[config.mk]
export PLATFORM = sky130hd
export DESIGN_NAME = msiq_ctrl
export DESIGN_NICKNAME = d
export VERILOG_FILES = /design/src/rtl/msiq_pkg.sv /design/src/rtl/msiq_map_table.sv /design/src/rtl/msiq_queue.sv /design/src/rtl/msiq_ctrl.sv
export SDC_FILE = /design/constraint.sdc
export NUM_CORES = 1
export LEC_CHECK = 0
export ABC_AREA = 1
export BUFFER_PORTS_ARGS = -buffer_cell sky130_fd_sc_hd__buf_2
export CAP_MARGIN = 25
export CELL_PAD_IN_SITES_DETAIL_PLACEMENT = 1
export CELL_PAD_IN_SITES_GLOBAL_PLACEMENT = 1
export CORE_MARGIN = 3
export CORE_UTILIZATION = 40
export CTS_BUF_LIST = sky130_fd_sc_hd__clkbuf_16
export DETAILED_ROUTE_END_ITERATION = 8
export GPL_ROUTABILITY_DRIVEN = 0
export PLACE_DENSITY = 0.8
export SETUP_SLACK_MARGIN = 0.5
export SLEW_MARGIN = 40
export SYNTH_ARGS = -nofsm -noshare
export SYNTH_HDL_FRONTEND = slang
export SYNTH_SLANG_ARGS = --single-unit
[constraint.sdc]
create_clock -name clk -period 4.7 [get_ports clk]
set_clock_uncertainty 0.05 [all_clocks]
set_input_delay 0.94 -clock clk [delete_from_list [all_inputs] [get_ports clk]]
set_output_delay 0.94 -clock clk [all_outputs]
set_load 0.02 [all_outputs]
[src/rtl/msiq_pkg.sv]
package msiq_pkg;

  typedef enum logic [2:0] {
    QS_IDLE   = 3'b001,
    QS_ACTIVE = 3'b010,
    QS_ERROR  = 3'b100
  } qstate_e;

  localparam logic [2:0] SP_MAP   = 3'd0;
  localparam logic [2:0] SP_REL   = 3'd1;
  localparam logic [2:0] SP_CSET  = 3'd2;
  localparam logic [2:0] SP_CCLR  = 3'd3;
  localparam logic [2:0] SP_STATE = 3'd4;
  localparam logic [2:0] SP_TAIL  = 3'd5;
  localparam logic [2:0] SP_HEAD  = 3'd6;

  localparam int B_VALID = 63;
  localparam int B_LATCH = 62;
  localparam int B_OVF   = 57;
  localparam int B_EN    = 44;

  // Only the two MSI types are queued.
  function automatic logic is_msi_type(input logic [6:0] ft);
    return (ft[6:3] == 4'hb) || (ft[6:3] == 4'hf);
  endfunction

  function automatic logic [63:0] pack_word0(input logic [6:0] ft, input logic [9:0] len,
                                             input logic [13:0] alo, input logic [15:0] rid,
                                             input logic [15:0] num);
    return {1'b0, ft, len, alo, rid, num};
  endfunction

  function automatic logic [63:0] pack_word1(input logic [47:0] ahi, input logic [15:0] d1);
    return {ahi, d1};
  endfunction

endpackage

[src/rtl/msiq_map_table.sv]
module msiq_map_table #(
  parameter int NUM_MSI = 16,
  parameter int IW      = 4,
  parameter int MW      = 4
) (
  input  logic               clk,
  input  logic               rst_n,
  input  logic               wr_map,
  input  logic               wr_rel,
  input  logic [IW-1:0]      wr_idx,
  input  logic               wr_valid_bit,
  input  logic [5:0]         wr_target,
  input  logic               wr_rel_bit,
  input  logic               set_latch,
  input  logic [MW-1:0]      set_num,
  output logic [NUM_MSI-1:0] map_valid,
  output logic [NUM_MSI-1:0] map_latch,
  output logic [5:0]         map_target [NUM_MSI]
);

  always_ff @(posedge clk or negedge rst_n) begin
    if (!rst_n) begin
      map_valid <= '0;
      map_latch <= '0;
      for (int i = 0; i < NUM_MSI; i++) map_target[i] <= '0;
    end else begin
      for (int i = 0; i < NUM_MSI; i++) begin
        if (wr_map && int'(wr_idx) == i) begin
          map_valid[i]  <= wr_valid_bit;
          map_target[i] <= wr_target;
        end
        // an acceptance in the same cycle wins over a release
        if (set_latch && int'(set_num) == i)
          map_latch[i] <= 1'b1;
        else if (wr_rel && wr_rel_bit && int'(wr_idx) == i)
          map_latch[i] <= 1'b0;
      end
    end
  end

endmodule

[src/rtl/msiq_queue.sv]
module msiq_queue
  import msiq_pkg::*;
#(
  parameter int DEPTH_W = 7
) (
  input  logic               clk,
  input  logic               rst_n,
  input  logic               acc_req,
  input  logic               wr_cset,
  input  logic               wr_cclr,
  input  logic               wr_tail,
  input  logic               wr_head,
  input  logic               wd_en,
  input  logic               wd_ovf,
  input  logic [DEPTH_W-1:0] wd_ptr,
  output logic               accept,
  output logic               drop_ovf,
  output logic [DEPTH_W-1:0] head,
  output logic [DEPTH_W-1:0] tail,
  output logic               en,
  output logic               ovf,
  output qstate_e            state,
  output logic               irq
);

  logic               full_w, eligible, disable_w, ovf_clr_w;
  logic [DEPTH_W-1:0] head_n, tail_n;
  qstate_e            state_n;

  assign full_w    = (tail + 1'b1) == head;
  assign eligible  = acc_req && en && (state != QS_ERROR);
  assign accept    = eligible && !full_w;
  assign drop_ovf  = eligible && full_w;
  assign disable_w = wr_cclr && wd_en;
  assign ovf_clr_w = wr_cclr && wd_ovf;

  assign head_n = wr_head ? wd_ptr : head;
  assign tail_n = wr_tail ? wd_ptr : (accept ? tail + 1'b1 : tail);

  always_comb begin
    state_n = state;
    if (drop_ovf)
      state_n = QS_ERROR;
    else if (disable_w)
      state_n = QS_IDLE;
    else begin
      case (state)
        QS_IDLE:   if (accept) state_n = QS_ACTIVE;
        QS_ACTIVE: if (head_n == tail_n) state_n = QS_IDLE;
        QS_ERROR:  if (ovf_clr_w) state_n = (head_n == tail_n) ? QS_IDLE : QS_ACTIVE;
        default:   state_n = QS_IDLE;
      endcase
    end
  end

  always_ff @(posedge clk or negedge rst_n) begin
    if (!rst_n) begin
      head  <= '0;
      tail  <= '0;
      en    <= 1'b0;
      ovf   <= 1'b0;
      state <= QS_IDLE;
    end else begin
      head  <= head_n;
      tail  <= tail_n;
      state <= state_n;
      if (disable_w)            en <= 1'b0;
      else if (wr_cset && wd_en) en <= 1'b1;
      if (drop_ovf)       ovf <= 1'b1;
      else if (ovf_clr_w) ovf <= 1'b0;
    end
  end

  assign irq = en && (head != tail);

endmodule

[src/rtl/msiq_ctrl.sv]
module msiq_ctrl
  import msiq_pkg::*;
#(
  parameter int NUM_MSI = 16,
  parameter int NUM_Q   = 4,
  parameter int DEPTH_W = 7,
  localparam int MW  = $clog2(NUM_MSI),
  localparam int QIW = $clog2(NUM_Q),
  localparam int IW  = (MW > QIW) ? MW : QIW,
  localparam int AW  = IW + 3
) (
  input  logic               clk,
  input  logic               rst_n,
  input  logic               msi_valid,
  input  logic [15:0]        msi_num,
  input  logic [6:0]         msi_fmt,
  input  logic [9:0]         msi_len,
  input  logic [15:0]        msi_rid,
  input  logic [63:0]        msi_addr,
  input  logic [15:0]        msi_data1,
  input  logic               reg_wr,
  input  logic [AW-1:0]      reg_addr,
  input  logic [63:0]        reg_wdata,
  output logic [63:0]        reg_rdata,
  output logic               ent_we,
  output logic [QIW-1:0]     ent_queue,
  output logic [DEPTH_W-1:0] ent_index,
  output logic [63:0]        ent_word0,
  output logic [63:0]        ent_word1,
  output logic [NUM_Q-1:0]   irq
);

  logic [2:0]    sp;
  logic [IW-1:0] idx;
  assign sp  = reg_addr[AW-1 -: 3];
  assign idx = reg_addr[IW-1:0];

  // named internal events, also used by the bound checker
  logic [NUM_MSI-1:0] map_valid, map_latch;
  logic [5:0]         map_target [NUM_MSI];
  logic [MW-1:0]      num_i;
  logic [5:0]         tgt;
  logic               msi_ok, any_accept;
  logic [NUM_Q-1:0]   q_accept, q_drop, q_en, q_ovf;
  logic [DEPTH_W-1:0] q_head [NUM_Q];
  logic [DEPTH_W-1:0] q_tail [NUM_Q];
  qstate_e            q_state [NUM_Q];
  logic [NUM_Q*3-1:0] q_state_flat;

  assign num_i  = msi_num[MW-1:0];
  assign tgt    = map_target[num_i];
  assign msi_ok = msi_valid && (int'(msi_num) < NUM_MSI) && is_msi_type(msi_fmt)
                  && map_valid[num_i] && !map_latch[num_i] && (int'(tgt) < NUM_Q);
  assign any_accept = |q_accept;

  msiq_map_table #(.NUM_MSI(NUM_MSI), .IW(IW), .MW(MW)) u_map (
    .clk(clk), .rst_n(rst_n),
    .wr_map(reg_wr && sp == SP_MAP),
    .wr_rel(reg_wr && sp == SP_REL),
    .wr_idx(idx),
    .wr_valid_bit(reg_wdata[B_VALID]),
    .wr_target(reg_wdata[5:0]),
    .wr_rel_bit(reg_wdata[B_LATCH]),
    .set_latch(any_accept),
    .set_num(num_i),
    .map_valid(map_valid),
    .map_latch(map_latch),
    .map_target(map_target)
  );

  for (genvar q = 0; q < NUM_Q; q++) begin : g_q
    logic sel;
    assign sel = reg_wr && (int'(idx) == q);
    msiq_queue #(.DEPTH_W(DEPTH_W)) u_q (
      .clk(clk), .rst_n(rst_n),
      .acc_req(msi_ok && int'(tgt) == q),
      .wr_cset(sel && sp == SP_CSET),
      .wr_cclr(sel && sp == SP_CCLR),
      .wr_tail(sel && sp == SP_TAIL),
      .wr_head(sel && sp == SP_HEAD),
      .wd_en(reg_wdata[B_EN]),
      .wd_ovf(reg_wdata[B_OVF]),
      .wd_ptr(reg_wdata[DEPTH_W-1:0]),
      .accept(q_accept[q]),
      .drop_ovf(q_drop[q]),
      .head(q_head[q]),
      .tail(q_tail[q]),
      .en(q_en[q]),
      .ovf(q_ovf[q]),
      .state(q_state[q]),
      .irq(irq[q])
    );
    assign q_state_flat[q*3 +: 3] = q_state[q];
  end

  always_ff @(posedge clk or negedge rst_n) begin
    if (!rst_n) begin
      ent_we    <= 1'b0;
      ent_queue <= '0;
      ent_index <= '0;
      ent_word0 <= '0;
      ent_word1 <= '0;
    end else begin
      ent_we <= any_accept;
      if (any_accept) begin
        ent_queue <= tgt[QIW-1:0];
        ent_index <= q_tail[tgt[QIW-1:0]];
        ent_word0 <= pack_word0(msi_fmt, msi_len, msi_addr[15:2], msi_rid, msi_num);
        ent_word1 <= pack_word1(msi_addr[63:16], msi_data1);
      end
    end
  end

  always_comb begin
    reg_rdata = '0;
    case (sp)
      SP_MAP: if (int'(idx) < NUM_MSI) begin
        reg_rdata[B_VALID] = map_valid[idx[MW-1:0]];
        reg_rdata[B_LATCH] = map_latch[idx[MW-1:0]];
        reg_rdata[5:0]     = map_target[idx[MW-1:0]];
      end
      SP_CSET, SP_CCLR: if (int'(idx) < NUM_Q) begin
        reg_rdata[B_EN]  = q_en[idx[QIW-1:0]];
        reg_rdata[B_OVF] = q_ovf[idx[QIW-1:0]];
      end
      SP_STATE: if (int'(idx) < NUM_Q) reg_rdata[2:0] = q_state[idx[QIW-1:0]];
      SP_TAIL: if (int'(idx) < NUM_Q) begin
        reg_rdata[B_OVF]       = q_ovf[idx[QIW-1:0]];
        reg_rdata[DEPTH_W-1:0] = q_tail[idx[QIW-1:0]];
      end
      SP_HEAD: if (int'(idx) < NUM_Q) reg_rdata[DEPTH_W-1:0] = q_head[idx[QIW-1:0]];
      default: reg_rdata = '0;
    endcase
  end

endmodule

==> results of run 1 <==
[what timing repair did]
item / 4_1_cts / 5_1_grt
gates resized for setup: 0 / 3
setup endpoints to repair: 0 / 120
buffers inserted: 0 / 2
[placed cells by master (no fill, tap or decap), types with 3 or more instances in the layout]
master | synthesis | routed
nand2_1 | 1124 | 1123
dfrtp_1 | 337 | 337
buf_2 | 26 | 298
inv_1 | 291 | 294
o21ai_0 | 247 | 247
nor2_1 | 134 | 120
nand3_1 | 113 | 113
o22ai_1 | 75 | 75
conb_1 | 1 | 54
buf_4 | 61 | 52
nand4_1 | 48 | 48
clkbuf_16 | 0 | 43
a21oi_1 | 31 | 31
xor2_1 | 30 | 30
nor2_2 | 12 | 26
a22oi_1 | 23 | 23
nor3_1 | 22 | 21
xnor2_1 | 17 | 17
clkinv_1 | 5 | 14
nand3b_1 | 12 | 12
clkinv_2 | 0 | 10
inv_2 | 8 | 9
diode_2 | 0 | 8
buf_12 | 0 | 8
a22o_1 | 7 | 7
nand2_2 | 5 | 6
o21ai_1 | 6 | 6
o221ai_1 | 6 | 6
bufinv_16 | 0 | 5
a221oi_1 | 4 | 4
o31ai_1 | 4 | 4
or2_2 | 4 | 4
o32ai_1 | 4 | 4
ha_1 | 4 | 4
dfstp_2 | 4 | 4
nor2_4 | 3 | 3
a41oi_1 | 3 | 3
nor4_1 | 3 | 3
[per-stage QoR]
stage	hold slack (ps)	utilization (%)	cell area [um^2]	total power, W	setup WS [ps]
after floorplan	421	-	19800	0.00435	1410
after global placement	396	44.9	21600	0.00480	166
after detailed placement	402	45.0	21600	0.00489	42.0
after CTS	343	47.8	23000	0.00816	651
after global routing	371	47.9	23000	0.00850	515
final	327	47.9	23000	0.00813	618
[flip-flops by register name, summed over array words and instances (netlist names)]
register,count
ent_queue,2
u_map.map_latch,16
g_q.u_q.state,12
ent_we,1
ent_word0,63
ent_word1,64
g_q.u_q.ovf,4
ent_index,7
u_map.map_target,96
g_q.u_q.en,4
u_map.map_valid,16
g_q.u_q.tail,28
g_q.u_q.head,28
[where the power goes]
part	internal, W	leakage (nW)	total, W	switching (W)
clock	0.00193	0.685	0.00325	0.00133
sequential	0.00316	4.16	0.00333	0.000179
combinational	0.000485	7.71	0.00154	0.00106
[worst max path at each step]
stage | start | endpoint | cells past startpoint
2_1_floorplan | reg_addr[0] | reg_rdata[63] | 8
3_3_place_gp | msi_num[1] | ent_word1[61] | 17
5_1_grt | reg_addr[0] | reg_rdata[3] | 10
3_5_place_dp | msi_num[1] | g_q[3].u_q.state[0] | 25
4_1_cts | msi_num[1] | g_q[3].u_q.state[0] | 25
6_report | reg_addr[1] | reg_rdata[4] | 10
[layout make-up]
type	instances	area, um^2	share of cell area [%]
Tap cell	615	769	3.34
Antenna cell	8	20.0	0.0869
Multi-Input combinational cell	2012	9120	39.6
Timing Repair Buffer	361	2080	9.01
Clock buffer	43	1080	4.67
Sequential cell	341	8540	37.1
Inverter	305	1150	5.00
Clock inverter	32	280	1.22
[cell usage after synthesis, drive strengths merged, types with 3 or more instances]
cell and n:
nand2 1129, dfrtp 337, inv 300, o21ai 253, nor2 149, nand3 115, buf 103, clkbuf 83
o22ai 75, nand4 48, a21oi 31, xor2 30, a22oi 23, nor3 23, xnor2 17, nand3b 12
a22o 7, or2 7, o221ai 6, clkinv 5, a221oi 4, dfstp 4, ha 4, o31ai 4
o32ai 4, a21boi 3, a41oi 3, nor4 3
[routing by layer]
metal  track usage, %  vias up  share of wire, %
met3             6.89      229               8.0
li1                 -     9292                 -
met1             37.1    10000                40
met4             16.5        4               5.7
met5                0        -             0.030
met2             48.5      816                46
[cell families (layout without fill, tap and decap cells)]
| group | Yosys count | in the layout |
|---|---|---|
| adder cells (fa/ha/maj) | 4 | 4 |
| XOR/XNOR | 47 | 47 |
| other | 1 | 62 |
| flip-flops | 341 | 341 |
| AO/OA/AOI/OAI | 419 | 419 |
| AND/OR/NAND/NOR | 1488 | 1488 |
| buffers and inverters | 491 | 741 |
[worst max-delay path, delay by kind of cell]
family	cells	cell delay, ps
AO/OA/AOI/OAI	3	960
buffers and inverters	4	820
AND/OR/NAND/NOR	3	350
==> qor.yml, run 1 <==
status: "finished clean"
drc: 0
fin_setup_tns_ps: 0
cpPeakStageDelay_ps: 440
synth_simple_gate_area_share_pct: 30.8
relSlewSlack_pct: 48.8
clock-sinks: 341
fin_crit_sh_pct: 86.9
rrSetupSlack_ps: 1320
grt_pass1_vias: 21000
core-area_um2: 48000
die_height_um: 227
seq_area_frac_synth_pct: 43.5
crit_required_ps: 3710
synth_top_area_cell: "dfrtp_1"
clk_latency_ps: 570
wirelength_um: 79300
ys_types: 49
hold_path.class: "in -> async"
period_minus_slack_ps: 4080
synth.avg_cell_area_um2: 7.03
grt_pass1_wl_um: 119000
clock-root-buffer: "clkbuf_16"
ys_seq_elements: 341
synth_fa_ha_area_share_pct: 0.255
antenna_found_initial: 11
synth_area_um2: 19600
synth-xor-area-share_pct: 2.10
drt_iter0_drc: 1643
grt_max_degree: 110
power.leakage_nw: 12.6
yosys.area.top_type_share_pct: 43.0
htreeDepth: 2
drtPass1Iterations: 8
ys.flop_type: "dfrtp_1"
rsz0062_at_grt: "false"
synth_area_leaders: "dfrtp_1 (43%), nand2_1 (22%), o21ai_0 (6.3%)"
nNetsFinal: 3271
cts_hold_buf: 0
cts_buffers: 42
path_max_fanout: 29
ant_nets: 0
vdd_drop_max_uv: 316
r2r-start: "g_q[3].u_q.tail[0]"
synth_edf_count: 0
cp-start-kind: "input port"
synth_warnings: 0
nFillCells: 6281
fin_cells: 3717
die_x_um: 227
initial_core_util_pct: 40.8
hold_violations: 0
cts_tree: "done"
synth_top_family_by_area: "simple AND/OR/NAND/NOR gates"
avgViaCountPerCell: 5.48
path_class: "in -> out"
crit_path_end_kind: "primary output"
die_area_um2: 51700
fmax_ghz: 0.245
clk_pin_slew_ps: 60
r2r_end: "g_q[3].u_q.state[0]"
synth_compound_area_share_pct: 12.1
synthArstFlopShare_pct: 100
synth.area.mux_share_pct: 0
drive_above_1_share_pct: 15.5
drv_slew: 0
powerDensity_nw_per_um2: 353
portBuffers: 300
rr_worst_depth: 21
rows: 80
tightest_slew_ps: 748
vias: 20400
crit_path_top_delay_cell: "a22oi_1"
grt.overflow.total: 0
cap_violations: 0
clk_path_buf_depth: 3
io_pins: 410
dp_cells: 3631
crit_arrival_ps: 3090
setup_viol: 0
grt_util_all_layers_pct: 29.9
area_growth_pct: 17.5
crit_chain: "buf_2, nand2_1, buf_12, inv_1, a22oi_1, o221ai_1, nand2_1, nand3_1, a22o_1, buf_2"
syn_inst: 2791
route.detailed.wl_per_inst_um: 21.3
dp_hpwl_um: 58500
Note: power is estimated with default switching activity, not from simulation.
==> run 2: changes to the inputs <==
--- a/config.mk
+++ b/config.mk
@@ -5,17 +5,17 @@
 export SDC_FILE = /design/constraint.sdc
 export NUM_CORES = 1
 export LEC_CHECK = 0
-export ABC_AREA = 1
+export ABC_AREA = 0
 export BUFFER_PORTS_ARGS = -buffer_cell sky130_fd_sc_hd__buf_2
 export CAP_MARGIN = 25
 export CELL_PAD_IN_SITES_DETAIL_PLACEMENT = 1
 export CELL_PAD_IN_SITES_GLOBAL_PLACEMENT = 1
-export CORE_MARGIN = 3
+export CORE_MARGIN = 1
 export CORE_UTILIZATION = 40
 export CTS_BUF_LIST = sky130_fd_sc_hd__clkbuf_16
 export DETAILED_ROUTE_END_ITERATION = 8
 export GPL_ROUTABILITY_DRIVEN = 0
-export PLACE_DENSITY = 0.8
+export PLACE_DENSITY = 0.75
 export SETUP_SLACK_MARGIN = 0.5
 export SLEW_MARGIN = 40
 export SYNTH_ARGS = -nofsm -noshare
==> qor.yml, run 2 <==
grt_util_all_layers_pct: 27.5  # -2.4 points
portBuffers: 300  # unchanged
nFillCells: 5166  # -18%
ant_nets: 0  # unchanged
synth_area_um2: 18600  # -5.3%
ys_types: 78  # +59%
critPathBufInv: 2  # -2
dp_hpwl_um: 48400  # -17%
seq_area_frac_synth_pct: 46.0  # +2.4 points
die_x_um: 217  # -4.4%
synth_edf_count: 0  # unchanged
path_max_fanout: 12  # -59%
synth_top_area_cell: "dfrtp_1"
initial_core_util_pct: 40.7  # -0.075 points
wirelength_um: 65800  # -17%
drt_iter0_drc: 1020  # -38%
holdWs_ps: 344  # +17.2 ps
drtPass1Iterations: 5  # -3
grt_max_degree: 99  # -10%
hold_path.class: "in -> async"
top_usage_layer: "met2"
die_height_um: 217  # -4.4%
fin_cells: 2780  # -25%
synth_warnings: 0  # unchanged
relSlewSlack_pct: 48.5  # -0.28 points
setup_slack_ps: 516  # -101 ps
cts_hold_buf: 0  # unchanged
yosysMostFrequentCell: "nand2_1"
cts_tree: "done"
cts_buffers: 41  # -2.4%
area_growth_pct: 21.6
drive_above_1_share_pct: 33.5  # +18 points
setup_viol: 0  # unchanged
antenna_found_initial: 3  # -8
final_cell_mix: "nand2_1 (414), dfrtp_1 (337), buf_2 (295), mux2_2 (147), buf_4 (92)"
io_pins: 410  # unchanged
gr-usage-met3_pct: 4.46  # -2.4 points
power.leakage_nw: 11.4  # -9.0%
crit_path_top_delay_cell: "mux4_2"
p_total_w: 0.00747  # -8.1%
clock-root-buffer: "clkbuf_16"
crit_chain: "buf_8, mux4_2, mux2i_1, mux2i_4, or3b_4, a21o_4, buf_4, o31ai_2, a31oi_2, xnor2_1, or4b_1, or3_4, o22a_1"
rsz0062_at_grt: "false"
globalRouteMet1Util_pct: 34.2  # -2.8 points
clk_pin_slew_ps: 60  # about the same
drc: 0  # unchanged
final_common_cell: "nand2_1"
vdd_drop_max_uv: 260  # -18%
reg_top3: "u_map.map_target x96, ent_word1 x64, ent_word0 x63"
avgViaCountPerCell: 5.66  # +3.2%
final_area_um2: 22600  # -2.0%
syn_inst: 1808  # -35%
clk_latency_ps: 580  # about the same
vias: 15700  # -23%
hold_violations: 0  # unchanged
crit_arrival_ps: 4590  # +1500 ps
cpPeakStageDelay_ps: 530  # +90 ps
synth_area_leaders: "dfrtp_1 (45%), mux2_2 (8.9%), nand2_1 (8.4%)"
yosys.area.top_type_share_pct: 45.4  # +2.4 points
core-area_um2: 45600  # -5.1%
crit_path_end_kind: "flip-flop"
grt_pass1_wl_um: 99200  # -17%
rows: 78  # -2.5%
path_class: "in -> reg"
top_register: "u_map.map_target"
synth.avg_cell_area_um2: 10.3  # +46%
status: "finished clean"
htreeDepth: 2  # unchanged
fmax_ghz: 0.239  # -2.4%
synthArstFlopShare_pct: 100  # unchanged
ys.flop_type: "dfrtp_1"
clk_path_buf_depth: 3  # unchanged
die_area_um2: 47300  # -8.6%
route.detailed.wl_per_inst_um: 23.7  # +11%
grt_pass1_vias: 16300  # -22%
period_minus_slack_ps: 4180  # +101 ps
placed_area_um2: 21100  # -2.2%
dp_cells: 2703  # -26%
powerDensity_nw_per_um2: 331  # -6.3%
met2_usage_pct: 46.8  # -1.7 points
crit_family: "simple AND/OR/NAND/NOR gates"
tightest_slew_ps: 772  # +23.5 ps
grt.overflow.total: 0  # unchanged
nNetsFinal: 2355  # -28%
cp-start-kind: "input port"
crit_required_ps: 5110  # +1400 ps
place_ws_ps: -362  # -404 ps
ys_seq_elements: 341  # unchanged
drv_slew: 0  # unchanged
largest_reg_flops: 96  # unchanged
synth_top_cells_by_count: "nand2_1 (415), dfrtp_1 (337), mux2_2 (147)"
fin_crit_sh_pct: 89.0  # +2.2 points
cap_violations: 0  # unchanged
clock-sinks: 341  # unchanged
[run 2: cell type report]
class | instances | area (um^2) | area share (%)
tap | 600 | 751 | 3.32
clock inverter | 33 | 205 | 0.909
multi-input combinational | 1342 | 9510 | 42.1
sequential | 341 | 8540 | 37.8
antenna | 1 | 2.50 | 0.0111
clock buffer | 42 | 1050 | 4.65
inverter | 17 | 67.6 | 0.299
timing repair buffer | 404 | 2460 | 10.9
[run 2: where the power goes]
part / switching (W) / total, W / internal [W]
registers: 0.000207 / 0.00329 / 0.00308
clock network: 0.00129 / 0.00302 / 0.00173
logic: 0.000641 / 0.00116 / 0.000520
total: 0.00214 / 0.00747 / 0.00533
[run 2: kinds of logic after synthesis]
| group | count (synthesis) | synth area share [%] |
|---|---|---|
| XOR/XNOR | 81 | 3.82 |
| AND/OR/NAND/NOR | 711 | 17.3 |
| adder cells (fa/ha/maj) | 4 | 0.270 |
| buffers and inverters | 178 | 5.04 |
| AO/OA/AOI/OAI | 242 | 8.38 |
| flip-flops | 341 | 46.0 |
| other | 1 | 0.0202 |
| multiplexers | 250 | 19.2 |
[run 2: per-layer routing]
metal  wire length (um)  part of all wire (%)
met4               2800                   4.2
met5                 13                 0.020
met2              33300                    51
met1              26300                    40
met3               3330                   5.1
[run 2: timing repair]
item / CTS / global route
setup endpoints to repair: 8 / 10
gates resized for setup: 12 / 23
setup buffers: 0 / 1
pin swaps: 1 / 5
[run 2: final timing paths]
check                              startpoint                   to  slack [ps]  depth (start not counted)
max                                msi_num[1]  g_q[1].u_q.state[1]         520                         13
min                                     rst_n   g_q[0].u_q.tail[3]         340                          1
max reg2reg                g_q[0].u_q.tail[0]         ent_index[4]         620                         11
min reg2reg                     ent_word0[56]        ent_word0[56]         410                          2
max in group asynchronous               rst_n  u_map.map_valid[12]        3190                          2
min in group clk                ent_word0[56]        ent_word0[56]         410                          2
[run 2: per-stage QoR]
step                setup TNS, ps  util (%)
CTS                             0      49.3
global placement           -15220      46.3
finish                          0      49.5
detailed placement          -2040      46.4
floorplan                       0         -
global route                    0      49.5
==> run 3: changes to the inputs <==
--- a/config.mk
+++ b/config.mk
@@ -15,9 +15,10 @@
 export CTS_BUF_LIST = sky130_fd_sc_hd__clkbuf_16
 export DETAILED_ROUTE_END_ITERATION = 8
 export GPL_ROUTABILITY_DRIVEN = 0
-export PLACE_DENSITY = 0.75
+export PLACE_DENSITY = 0.74
 export SETUP_SLACK_MARGIN = 0.5
 export SLEW_MARGIN = 40
 export SYNTH_ARGS = -nofsm -noshare
 export SYNTH_HDL_FRONTEND = slang
+export SYNTH_HIERARCHICAL = 1
 export SYNTH_SLANG_ARGS = --single-unit
==> constraint.sdc (replaced) <==
create_clock -name clk -period 5.2 [get_ports clk]
set_clock_uncertainty 0.05 [all_clocks]
set_input_delay 1.04 -clock clk [delete_from_list [all_inputs] [get_ports clk]]
set_output_delay 1.04 -clock clk [all_outputs]
set_load 0.02 [all_outputs]
==> qor.yml, run 3 <==
final_area_um2: 23700  # +5.0%
tightest_slew_ps: 929  # +157 ps
period_minus_slack_ps: 4600
cts_tree: "done"
seq_area_frac_synth_pct: 42.9  # -3.1 points
crit_path_frequent_cell: "buf_4"
synth_edf_count: 0  # unchanged
synth_top_cells_by_count: "nand2_1 (473), dfrtp_1 (337), mux2_2 (134)"
synth.avg_cell_area_um2: 9.96  # -3.0%
synth_top_area_cell: "dfrtp_1"
drt_iter0_drc: 1198  # +17%
crit_family: "simple AND/OR/NAND/NOR gates"
vdd_drop_max_uv: 145  # -44%
met2_usage_pct: 46.7  # -0.12 points
placed_area_um2: 22400  # +5.8%
yosys.area.top_type_share_pct: 42.4  # -3.1 points
top_register: "u_map/map_target"
htreeDepth: 2  # unchanged
die_area_um2: 50700  # +7.2%
status: "finished clean"
r2r-start: "u_map/map_target[59]"
clk_pin_slew_ps: 60  # about the same
gr-usage-met3_pct: 4.99  # +0.53 points
fin_setup_tns_ps: 0  # unchanged
nFillCells: 5645  # +9.3%
setup_viol: 0  # unchanged
largest_reg_flops: 96  # unchanged
grt_max_degree: 130  # +31%
ant_nets: 0  # unchanged
cap_violations: 0  # unchanged
rsz0062_at_grt: "true"
grt.overflow.total: 0  # unchanged
path_max_fanout: 8  # -4
yosysMostFrequentCell: "nand2_1"
die_height_um: 225  # +3.5%
relSlewSlack_pct: 37.9  # -11 points
holdWs_ps: 328  # -15.9 ps
drv_slew: 0  # unchanged
route.detailed.wl_per_inst_um: 23.2  # -1.8%
grt_pass1_wl_um: 106000  # +7.2%
powerDensity_nw_per_um2: 270  # -18%
clk_latency_ps: 550  # -30 ps
grt_util_all_layers_pct: 27.2  # -0.29 points
cts_buffers: 37  # -9.8%
final_common_cell: "nand2_1"
ys_types: 92  # +18%
avgViaCountPerCell: 5.70  # +0.78%
syn_inst: 1999  # +11%
crit_path_top_delay_cell: "or4b_4"
portBuffers: 300  # unchanged
top_usage_layer: "met2"
synth_area_leaders: "dfrtp_1 (42%), nand2_1 (8.9%), mux2_2 (7.6%)"
fin_cells: 3012  # +8.3%
crit_chain: "buf_4, or4b_4, nor4_4, o21ai_1, a221o_1, a31o_4, buf_4, nor3_1, buf_4, nand3_1, buf_6, or4_1, o21ai_2, nor3_1, a311oi_1, buf_4, nand3_2, a32o_1"
ys_seq_elements: 341  # unchanged
area_growth_pct: 19.1
r2r_end: "g_q[0].u_q/state[1]"
cp-start-kind: "input port"
critPathBufInv: 5  # +3
final_cell_mix: "nand2_1 (473), dfrtp_1 (337), buf_2 (296), mux2_2 (134), o21ai_0 (88)"
clock-sinks: 341  # unchanged
drc: 0  # unchanged
synth_warnings: 6  # +6
cts_hold_buf: 0  # unchanged
dp_hpwl_um: 51600  # +6.7%
core-area_um2: 49100  # +7.6%
vias: 17200  # +9.2%
fmax_ghz: 0.217
nNetsFinal: 2528  # +7.3%
ys.flop_type: "dfrtp_1"
crit_arrival_ps: 4990  # +400 ps
io_pins: 410  # unchanged
synth_area_um2: 19900  # +7.2%
crit_path_end_kind: "flip-flop"
hold_violations: 0  # unchanged
crit_required_ps: 5580  # +470 ps
cpPeakStageDelay_ps: 520  # about the same
die_x_um: 225  # +3.5%
path_class: "in -> reg"
power.leakage_nw: 11.8  # +3.3%
clock-root-buffer: "clkbuf_16"
dp_cells: 2943  # +8.9%
drtPass1Iterations: 5  # unchanged
rows: 81  # +3.8%
initial_core_util_pct: 40.6  # -0.15 points
rrSetupSlack_ps: 790  # +170 ps
grt_pass1_vias: 17700  # +8.6%
drive_above_1_share_pct: 32.0  # -1.5 points
antenna_found_initial: 7  # +4
synthArstFlopShare_pct: 100  # unchanged
wirelength_um: 70000  # +6.4%
clk_path_buf_depth: 3  # unchanged
reg_top3: "u_map/map_target x96, ent_word1 x64, ent_word0 x63"
hold_path.class: "in -> async"
globalRouteMet1Util_pct: 34.2  # -0.073 points
rr_worst_depth: 18  # +7
fin_crit_sh_pct: 88.5
==> run 3: kinds of logic after synthesis <==
| group | count (synthesis) | synth area share, % |
|---|---|---|
| xor gates and xnor gates | 72 | 3.47 |
| muxes | 228 | 16.7 |
| adders and majority gates | 4 | 0.251 |
| buffers and inverters | 193 | 5.08 |
| DFF | 341 | 42.9 |
| other | 1 | 0.0188 |
| AOI/OAI and AO/OA | 310 | 10.9 |
| and+or+nand+nor | 850 | 20.7 |
==> run 3: metrics by stage <==
stage / worst slack (ps) / total power, W / util [%]
detailed placement: -169 / 0.00377 / 45.6
CTS: 518 / 0.00642 / 48.0
floorplan: 584 / 0.00344 / -
global placement: -55.5 / 0.00373 / 45.5
finish: 596 / 0.00639 / 48.3
global route: 434 / 0.00660 / 48.3
==> run 3: what timing repair did <==
action / in CTS / in global routing
setup endpoints to repair: 4 / 17
pin swaps: 0 / 14
gates resized for setup: 3 / 33
buffers inserted: 0 / 2
==> run 3: final cells by class <==
cell class                 instances  area, um^2  area share (%)
sequential                       341        8540            36.0
inverter                          33         126           0.533
clock buffer                      38         951            4.01
timing repair buffer             389        2330            9.81
multi-input combinational       1518       10700            45.2
antenna                            3        7.51          0.0317
clock inverter                    26         221           0.934
tap                              664         831            3.50
==> run 3: where the power goes <==
part,switching [W],internal [W]
sequential,0.000140,0.00276
combinational,0.000489,0.000370
clock,0.00112,0.00152
total,0.00175,0.00465
==> run 3: how the worst max path moves through the flow <==
stage                from                   to  slack, ps  depth (start not counted)
5_1_grt        msi_num[0]  g_q[1].u_q/state[1]        430                         17
3_3_place_gp   msi_num[0]  g_q[1].u_q/state[1]        -60                         16
4_1_cts        msi_num[0]        ent_word1[63]        520                         18
2_1_floorplan  msi_num[0]         ent_word0[0]        580                         19
3_5_place_dp   msi_num[0]  g_q[1].u_q/state[1]       -170                         16
6_report       msi_num[0]  g_q[0].u_q/state[1]        600                         18
==> run 3: routing by layer <==
metal | part of all wire, % | up-vias | routed length, um
met4 | 3.4 | 6 | 2380
met5 | 0.056 | - | 39
li1 | - | 7657 | -
met2 | 49 | 604 | 34600
met1 | 40 | 8778 | 28000
met3 | 7.1 | 130 | 4980
